[src/rtl/hz_pkg.sv]
package hz_pkg;
  localparam int NPORT      = 2;
  localparam int PORT_FETCH = 0;
  localparam int PORT_OPND  = 1;

  // occupancy after one cycle of optional insert and removal
  function automatic int occ_next(input int occ, input logic ins, input logic rem);
    return occ + (ins ? 1 : 0) - (rem ? 1 : 0);
  endfunction
endpackage

[src/rtl/hz_tag_table.sv]
module hz_tag_table #(
  parameter int TAGS = 4,
  parameter int AW   = 8,
  localparam int TW  = $clog2(TAGS)
) (
  input  logic                     clk,
  input  logic                     rst_n,
  input  logic                     iss_vld,
  input  logic [TW-1:0]            iss_tag,
  input  logic [AW-1:0]            iss_addr,
  input  logic                     clr_vld,
  input  logic [TW-1:0]            clr_tag,
  output logic                     iss_acc,
  output logic [AW-1:0]            clr_addr,
  output logic [TAGS-1:0]          busy,
  output logic [TAGS-1:0][AW-1:0]  addr
);
  logic slot_freed;

  assign slot_freed = clr_vld && (clr_tag == iss_tag);
  assign iss_acc    = iss_vld && (!busy[iss_tag] || slot_freed);
  assign clr_addr   = addr[clr_tag];

  for (genvar i = 0; i < TAGS; i++) begin : g_slot
    always_ff @(posedge clk or negedge rst_n) begin
      if (!rst_n) begin
        busy[i] <= 1'b0;
        addr[i] <= '0;
      end else if (iss_acc && iss_tag == TW'(i)) begin
        busy[i] <= 1'b1;
        addr[i] <= iss_addr;
      end else if (clr_vld && clr_tag == TW'(i)) begin
        busy[i] <= 1'b0;
      end
    end
  end
endmodule

[src/rtl/hz_result_fifo.sv]
module hz_result_fifo #(
  parameter int DEPTH = 20,
  parameter int AW    = 8,
  parameter int DW    = 16,
  localparam int PW   = $clog2(DEPTH),
  localparam int CW   = $clog2(DEPTH + 1)
) (
  input  logic                      clk,
  input  logic                      rst_n,
  input  logic                      push,
  input  logic [AW-1:0]             push_addr,
  input  logic [DW-1:0]             push_data,
  input  logic                      pop_req,
  output logic                      rdy,
  output logic                      push_acc,
  output logic                      pop_acc,
  output logic                      hd_vld,
  output logic [AW-1:0]             hd_addr,
  output logic [DW-1:0]             hd_data,
  output logic [CW-1:0]             count,
  output logic [DEPTH-1:0]          ent_live,
  output logic [DEPTH-1:0][AW-1:0]  ent_addr
);
  function automatic logic [PW-1:0] step_ptr(input logic [PW-1:0] p);
    return (p == PW'(DEPTH - 1)) ? '0 : p + 1'b1;
  endfunction

  logic [PW-1:0]    wr_ptr, rd_ptr;
  logic [DEPTH-1:0] held;
  logic [AW-1:0]    mem_a [DEPTH];
  logic [DW-1:0]    mem_d [DEPTH];

  assign rdy      = (count != CW'(DEPTH));
  assign hd_vld   = (count != '0);
  assign push_acc = push && rdy;
  assign pop_acc  = pop_req && hd_vld;
  assign hd_addr  = mem_a[rd_ptr];
  assign hd_data  = mem_d[rd_ptr];

  always_ff @(posedge clk or negedge rst_n) begin
    if (!rst_n) begin
      wr_ptr <= '0;
      rd_ptr <= '0;
      count  <= '0;
    end else begin
      if (push_acc) wr_ptr <= step_ptr(wr_ptr);
      if (pop_acc)  rd_ptr <= step_ptr(rd_ptr);
      count <= CW'(hz_pkg::occ_next(int'(count), push_acc, pop_acc));
    end
  end

  for (genvar i = 0; i < DEPTH; i++) begin : g_ent
    logic wr_here, rd_here;
    assign wr_here = push_acc && (wr_ptr == PW'(i));
    assign rd_here = pop_acc && (rd_ptr == PW'(i));

    always_ff @(posedge clk or negedge rst_n) begin
      if (!rst_n) held[i] <= 1'b0;
      else if (wr_here) held[i] <= 1'b1;
      else if (rd_here) held[i] <= 1'b0;
    end

    always_ff @(posedge clk or negedge rst_n) begin
      if (!rst_n) begin
        mem_a[i] <= '0;
        mem_d[i] <= '0;
      end else if (wr_here) begin
        mem_a[i] <= push_addr;
        mem_d[i] <= push_data;
      end
    end

    // an entry being retired this cycle no longer blocks anybody
    assign ent_live[i] = held[i] && !rd_here;
    assign ent_addr[i] = mem_a[i];
  end
endmodule

[src/rtl/hz_addr_cam.sv]
module hz_addr_cam #(
  parameter int N  = 24,
  parameter int AW = 8
) (
  input  logic                 req,
  input  logic [AW-1:0]        key,
  input  logic [N-1:0]         live,
  input  logic [N-1:0][AW-1:0] addr,
  output logic                 hit
);
  logic [N-1:0] eq;

  for (genvar i = 0; i < N; i++) begin : g_cmp
    assign eq[i] = live[i] && (addr[i] == key);
  end

  assign hit = req && (|eq);
endmodule

[src/rtl/hz_scoreboard_q.sv]
module hz_scoreboard_q #(
  parameter int DEPTH = 20,
  parameter int TAGS  = 4,
  parameter int AW    = 8,
  parameter int DW    = 16
) (
  input  logic                     clk,
  input  logic                     rst_n,
  input  logic                     iss_vld,
  input  logic [$clog2(TAGS)-1:0]  iss_tag,
  input  logic [AW-1:0]            iss_addr,
  input  logic                     res_vld,
  input  logic [$clog2(TAGS)-1:0]  res_tag,
  input  logic [DW-1:0]            res_data,
  output logic                     res_rdy,
  input  logic                     st_done,
  output logic                     hd_vld,
  output logic [AW-1:0]            hd_addr,
  output logic [DW-1:0]            hd_data,
  input  logic                     fch_req,
  input  logic [AW-1:0]            fch_addr,
  output logic                     fch_stall,
  input  logic                     opr_req,
  input  logic [AW-1:0]            opr_addr,
  output logic                     opr_stall
);
  import hz_pkg::*;

  localparam int TW   = $clog2(TAGS);
  localparam int CW   = $clog2(DEPTH + 1);
  localparam int NCMP = TAGS + DEPTH;

  // named internal events, also observed by the checker
  logic                     iss_acc;
  logic                     res_acc;
  logic                     pop_acc;
  logic [AW-1:0]            res_addr;
  logic [TAGS-1:0]          tag_busy;
  logic [TAGS-1:0][AW-1:0]  tag_addr;
  logic [CW-1:0]            q_count;
  logic [DEPTH-1:0]         q_live;
  logic [DEPTH-1:0][AW-1:0] q_addr;

  hz_tag_table #(.TAGS(TAGS), .AW(AW)) u_tags (
    .clk      (clk),
    .rst_n    (rst_n),
    .iss_vld  (iss_vld),
    .iss_tag  (iss_tag),
    .iss_addr (iss_addr),
    .clr_vld  (res_acc),
    .clr_tag  (res_tag),
    .iss_acc  (iss_acc),
    .clr_addr (res_addr),
    .busy     (tag_busy),
    .addr     (tag_addr)
  );

  hz_result_fifo #(.DEPTH(DEPTH), .AW(AW), .DW(DW)) u_fifo (
    .clk       (clk),
    .rst_n     (rst_n),
    .push      (res_vld),
    .push_addr (res_addr),
    .push_data (res_data),
    .pop_req   (st_done),
    .rdy       (res_rdy),
    .push_acc  (res_acc),
    .pop_acc   (pop_acc),
    .hd_vld    (hd_vld),
    .hd_addr   (hd_addr),
    .hd_data   (hd_data),
    .count     (q_count),
    .ent_live  (q_live),
    .ent_addr  (q_addr)
  );

  logic [NCMP-1:0]          cmp_live;
  logic [NCMP-1:0][AW-1:0]  cmp_addr;
  assign cmp_live = {q_live, tag_busy};
  assign cmp_addr = {q_addr, tag_addr};

  logic [NPORT-1:0]          lk_req;
  logic [NPORT-1:0][AW-1:0]  lk_addr;
  logic [NPORT-1:0]          lk_stall;

  assign lk_req[PORT_FETCH]  = fch_req;
  assign lk_addr[PORT_FETCH] = fch_addr;
  assign lk_req[PORT_OPND]   = opr_req;
  assign lk_addr[PORT_OPND]  = opr_addr;
  assign fch_stall = lk_stall[PORT_FETCH];
  assign opr_stall = lk_stall[PORT_OPND];

  for (genvar p = 0; p < NPORT; p++) begin : g_port
    hz_addr_cam #(.N(NCMP), .AW(AW)) u_cam (
      .req  (lk_req[p]),
      .key  (lk_addr[p]),
      .live (cmp_live),
      .addr (cmp_addr),
      .hit  (lk_stall[p])
    );
  end
endmodule

[config.mk]
export PLATFORM = sky130hd
export DESIGN_NAME = hz_scoreboard_q
export DESIGN_NICKNAME = d
export VERILOG_FILES = /design/src/rtl/hz_pkg.sv /design/src/rtl/hz_tag_table.sv /design/src/rtl/hz_result_fifo.sv /design/src/rtl/hz_addr_cam.sv /design/src/rtl/hz_scoreboard_q.sv
export SDC_FILE = /design/constraint.sdc
export NUM_CORES = 1
export LEC_CHECK = 0
export BUFFER_PORTS_ARGS = -buffer_cell sky130_fd_sc_hd__buf_4
export CAP_MARGIN = 25
export CELL_PAD_IN_SITES_DETAIL_PLACEMENT = 2
export CELL_PAD_IN_SITES_GLOBAL_PLACEMENT = 2
export CORE_UTILIZATION = 49
export CTS_CLUSTER_DIAMETER = 150
export DETAILED_ROUTE_END_ITERATION = 10
export GPL_TIMING_DRIVEN = 0
export PLACE_DENSITY_LB_ADDON = 0.08
export SLEW_MARGIN = 20
export SYNTH_ARGS = -nofsm -noshare
export SYNTH_HDL_FRONTEND = slang
export SYNTH_SLANG_ARGS = --single-unit
[constraint.sdc]
create_clock -name clk -period 4.4 [get_ports clk]
set_input_delay 0.88 -clock clk [delete_from_list [all_inputs] [get_ports clk]]
set_output_delay 0.88 -clock clk [all_outputs]
set_load 0.05 [all_outputs]
==> results_tabular.tex <==
\begin{tabular}{lr}
\hline
Metric & Value \\
\hline
\multicolumn{2}{l}{\textbf{Status}} \\
\quad Violated checks & negative setup slack \\
\quad Outcome & finished with violations \\
\multicolumn{2}{l}{\textbf{Critical path}} \\
\quad Register-to-Register Setup Slack & between 0.7 and 0.8 ns \\
\quad Worst Setup Start Kind & flop \\
\quad Worst Path Max Fanout & 10 \\
\quad Required time worst endpoint & 3.52 ns \\
\quad Data arrival time of the critical path & $\sim$3.7 ns \\
\quad Setup CP Type & flop to output port \\
\quad Worst setup EP type & output port \\
\multicolumn{2}{l}{\textbf{Logic synthesis}} \\
\quad Number of flops mapped to enable cells by yosys & 0 \\
\quad Fraction of synthesized cell area taken by the top area cell type & 46.4\% \\
\quad Top area cells in the synthesized netlist & sky130\_fd\_sc\_hd\_\_dfrtp\_1 (46\%), sky130\_fd\_sc\_hd\_\_mux2\_2 (16\%), sky130\_fd\_sc\_hd\_\_mux4\_2 (11\%) \\
\quad Most common cell in the netlist & sky130\_fd\_sc\_hd\_\_dfrtp\_1 \\
\quad Cell type contributing the most total cell area after synthesis & sky130\_fd\_sc\_hd\_\_dfrtp\_1 \\
\quad Main synth FF type & sky130\_fd\_sc\_hd\_\_dfrtp\_1 \\
\quad Yosys synthesis warning count & 0 \\
\quad Share of synthesized registers carrying an async set or reset & 100\% \\
\quad Synthesized Nets & 2330 \\
\quad Yosys cell types & between 50 and 60 \\
\quad Mean cell area of the mapped netlist & around 13 µm² \\
\quad Post-synth design cell area & roughly 30000 µm² \\
\quad Synth cell count leaders & sky130\_fd\_sc\_hd\_\_dfrtp\_1 (551), sky130\_fd\_sc\_hd\_\_mux2\_2 (413), sky130\_fd\_sc\_hd\_\_xor2\_1 (241) \\
\quad Number of synthesized register bits & $\sim$550 \\
\quad Sequential-to-total area share from yosys stat & between 40\% and 50\% \\
\quad Synthesized instance count & $\sim$2.3k \\
\multicolumn{2}{l}{\textbf{Floorplanning}} \\
\quad Initial standard-cell utilization of the core & 50.0\% \\
\quad Overall die area & 61700 µm² \\
\quad Die width & about 250 µm \\
\quad CORE AREA & 59500 µm² \\
\quad Top-level port count & 79 \\
\quad Standard-cell row count & just under 90 \\
\quad Vertical extent of the die & 248 µm \\
\multicolumn{2}{l}{\textbf{Min path}} \\
\quad Class of the most critical hold timing path & input port to async pin \\
\multicolumn{2}{l}{\textbf{Route}} \\
\quad Via count & about 22k \\
\quad Average via count per standard cell & roughly 7 \\
\quad Routed wirelength normalized by instance count & 42.7 µm \\
\quad Number of design rule violations left after detail routing & 0 \\
\quad Number of iterations in the first detailed-routing pass & 5 \\
\quad DRT Wirelength & $\sim$140 mm \\
\quad First-iteration detailed-routing DRC count & roughly 2.2k \\
\quad Number of nets with antenna violations after routing & 0 \\
\multicolumn{2}{l}{\textbf{Clock tree}} \\
\quad Clock buffer count from CTS & about 60 \\
\quad Clock tree root driver cell & sky130\_fd\_sc\_hd\_\_clkbuf\_16 \\
\quad CTS tree & yes \\
\quad Hold Buf Count CTS & 0 \\
\quad Clock transition at the registers of the reported paths & $\sim$0.06 ns \\
\quad Deepest clock path buffer count & 3 \\
\quad CTS HTree Levels & 2 \\
\quad Clock latency at the later pin of the worst-skew pair & just under 0.7 ns \\
\quad Num Clock Sinks & around 550 \\
\multicolumn{2}{l}{\textbf{Place}} \\
\quad Placed cell areas & around 31000 µm² \\
\quad Post-place setup slack & -0.995 ns \\
\quad Input/output buffers & 45 \\
\quad Number of placed cells counting well taps & about 3.1k \\
\quad GP Congestion & about 1.0 \\
\quad Placed wire-length estimate & between 80 and 90 mm \\
\multicolumn{2}{l}{\textbf{STA}} \\
\quad Fmax & between 200 and 250 MHz \\
\quad Clock Skews & about 0.024 ns \\
\quad Transition time at the pin with the least slew margin & $\sim$1.3 ns \\
\quad Final max-slew violation count & 0 \\
\quad Min Tclk post-route & roughly 4.6 ns \\
\quad Max\_slew headroom & approximately 15\% \\
\quad Final worst slack & -0.155 ns \\
\quad Smallest hold slack & 0.0432 ns \\
\quad Count of endpoints failing setup in the final report & 10 \\
\quad Setup TNS & -0.483 ns \\
\quad Number of failing hold endpoints at the final stage & 0 \\
\quad Period Utilization, post-route & 104\% \\
\multicolumn{2}{l}{\textbf{Global route}} \\
\quad Total grt overflow & 0 \\
\quad Top Usage Layer GRT & met2 \\
\quad Grt met2 use & 68.2\% \\
\quad Tot GR Track Use & 41.2\% \\
\quad Global-route wire length before repair & 178 mm \\
\quad Fraction of met1 tracks used by global routing & around half \\
\quad Via count of the first global-routing pass & between 20k and 25k \\
\quad Maximum number of pins on one net before global-route repair & around 100 \\
\quad Antenna violations before repair & 3 \\
\quad Met3 demand-to-capacity share in global routing & 6.74\% \\
\multicolumn{2}{l}{\textbf{Power and ir drop}} \\
\quad Maximum resistive drop on vdd & 0.654 mV \\
\quad Power Density & around 850 nW/µm² \\
\quad Leakage power summed over all cells & roughly 15 nW \\
\multicolumn{2}{l}{\textbf{Layout}} \\
\quad Layout area overhead & 14.4\% \\
\quad Post-layout nets & between 2k and 2.5k \\
\quad Layout filler cell count & approximately 5.3k \\
\quad Final design area excluding fillers & approximately 34000 µm² \\
\quad Non-filler instance count after layout & about 3.2k \\
\quad Share of cells above drive strength 1 & between 30\% and 40\% \\
\multicolumn{2}{l}{\textbf{Run}} \\
\quad Max-cap violations & 0 \\
\hline
\end{tabular}
==> power by group <==
part | internal (mW) | switching, mW | total [mW] | leakage [nW]
clock | 2.99 | 2.43 | 5.41 | 0.990
combinational | 5.96 | 7.28 | 13.2 | 6.80
sequential | 7.35 | 2.93 | 10.3 | 6.92
==> final cells by class <==
cell class / instances / area (µm²) / share of cell area, %
plain buffers: 189 / 1090 / 3.22
multi-input cells: 1488 / 15300 / 45.0
flip-flops and latches: 551 / 13800 / 40.5
diodes: 3 / 7.51 / 0.0221
well taps: 773 / 967 / 2.84
clock inverters: 16 / 211 / 0.622
repair buffers: 70 / 693 / 2.04
clock buffers: 91 / 1800 / 5.28
inverters: 32 / 129 / 0.379
==> kinds of logic after synthesis <==
group	Yosys count	share of synthesized area, %
AOI/OAI and AO/OA	146	3.06
xor gates and xnor gates	392	11.5
and+or+nand+nor	322	5.79
adders and majority gates	17	0.741
buffers and inverters	223	3.57
DFF	551	46.4
muxes	611	28.9
==> placed cells by master, fill, tap and decap left out, types with 5 or more instances in the layout <==
| cell type | synthesis | final |
|---|---|---|
| sky130_fd_sc_hd__a22o_1 | 24 | 24 |
| sky130_fd_sc_hd__buf_12 | 4 | 6 |
| sky130_fd_sc_hd__buf_16 | 0 | 8 |
| sky130_fd_sc_hd__buf_2 | 74 | 60 |
| sky130_fd_sc_hd__buf_4 | 10 | 77 |
| sky130_fd_sc_hd__buf_6 | 4 | 7 |
| sky130_fd_sc_hd__clkbuf_1 | 88 | 91 |
| sky130_fd_sc_hd__clkbuf_16 | 0 | 60 |
| sky130_fd_sc_hd__clkbuf_2 | 0 | 6 |
| sky130_fd_sc_hd__clkbuf_8 | 0 | 20 |
| sky130_fd_sc_hd__clkinv_2 | 0 | 10 |
| sky130_fd_sc_hd__dfrtp_1 | 551 | 550 |
| sky130_fd_sc_hd__ha_1 | 16 | 13 |
| sky130_fd_sc_hd__inv_1 | 30 | 28 |
| sky130_fd_sc_hd__mux2_1 | 21 | 21 |
| sky130_fd_sc_hd__mux2_2 | 413 | 413 |
| sky130_fd_sc_hd__mux2_4 | 24 | 24 |
| sky130_fd_sc_hd__mux2i_1 | 8 | 8 |
| sky130_fd_sc_hd__mux4_2 | 145 | 145 |
| sky130_fd_sc_hd__nand2_1 | 115 | 111 |
| sky130_fd_sc_hd__nand2_2 | 2 | 6 |
| sky130_fd_sc_hd__nand2b_1 | 5 | 5 |
| sky130_fd_sc_hd__nand3_1 | 39 | 35 |
| sky130_fd_sc_hd__nand4_1 | 41 | 41 |
| sky130_fd_sc_hd__nor2_1 | 5 | 5 |
| sky130_fd_sc_hd__nor2_2 | 9 | 9 |
| sky130_fd_sc_hd__nor3_1 | 15 | 8 |
| sky130_fd_sc_hd__nor3_4 | 4 | 9 |
| sky130_fd_sc_hd__nor4_1 | 63 | 59 |
| sky130_fd_sc_hd__o21a_1 | 8 | 8 |
| sky130_fd_sc_hd__o21ai_0 | 75 | 74 |
| sky130_fd_sc_hd__o21ai_2 | 0 | 8 |
| sky130_fd_sc_hd__or2_2 | 7 | 7 |
| sky130_fd_sc_hd__xnor2_1 | 151 | 151 |
| sky130_fd_sc_hd__xor2_1 | 241 | 241 |
==> state kept, by name (all words and copies together) (netlist names) <==
register,cells
u_fifo.count,5
u_fifo.held,20
u_tags.addr,32
u_fifo.mem_d,320
u_fifo.wr_ptr,5
u_fifo.ent_addr,160
u_fifo.rd_ptr,5
u_tags.busy,4
==> through the flow <==
stage / utilization [%] / total power, mW
2_1_floorplan: - / 17.1
3_3_place_gp: 52.2 / 20.6
3_5_place_dp: 52.6 / 21.6
4_1_cts: 56.9 / 27.6
5_1_grt: 57.2 / 29.4
6_report: 57.2 / 28.9
==> routing by layer <==
metal  wire (µm)  vias to the layer above
met4       10900                        4
met5          32                        -
met3       11100                      539
met1       49900                    12000
met2       65400                     1417
li1            -                     8391
==> what timing repair did <==
item	4_1_cts	5_1_grt
hold endpoints to repair	0	0
gates cloned	0	1
pin swaps	10	7
endpoints found under the setup margin	26	9
buffers inserted	7	9
gates resized for setup	112	22
==> worst max-delay path, stage by stage (launching register included) <==
cell and delay, ns:
sky130_fd_sc_hd__dfrtp_1 0.40, sky130_fd_sc_hd__inv_1 0.09, sky130_fd_sc_hd__ha_1 0.17, sky130_fd_sc_hd__or4b_4 0.59, sky130_fd_sc_hd__buf_2 0.28, sky130_fd_sc_hd__a31oi_2 0.34, sky130_fd_sc_hd__nand3_1 0.35, sky130_fd_sc_hd__o31ai_4 0.21
sky130_fd_sc_hd__nor3_1 0.13, sky130_fd_sc_hd__a41oi_2 0.23, sky130_fd_sc_hd__buf_6 0.20
==> path summary, 6_finish.rpt <==
path / start / end / cells past startpoint
worst min-delay path: rst_n / u_tags.addr[19] / 1
worst min register to register: u_fifo.mem_d[23] / u_fifo.mem_d[23] / 1
worst max-delay path: u_fifo.count[3] / opr_stall / 10
max in group asynchronous: rst_n / u_fifo.mem_d[4] / 3
min in group clk: iss_addr[1] / u_tags.addr[17] / 2
worst max register to register: u_fifo.count[3] / u_fifo.count[4] / 16
(Power assumes the default switching activity.)
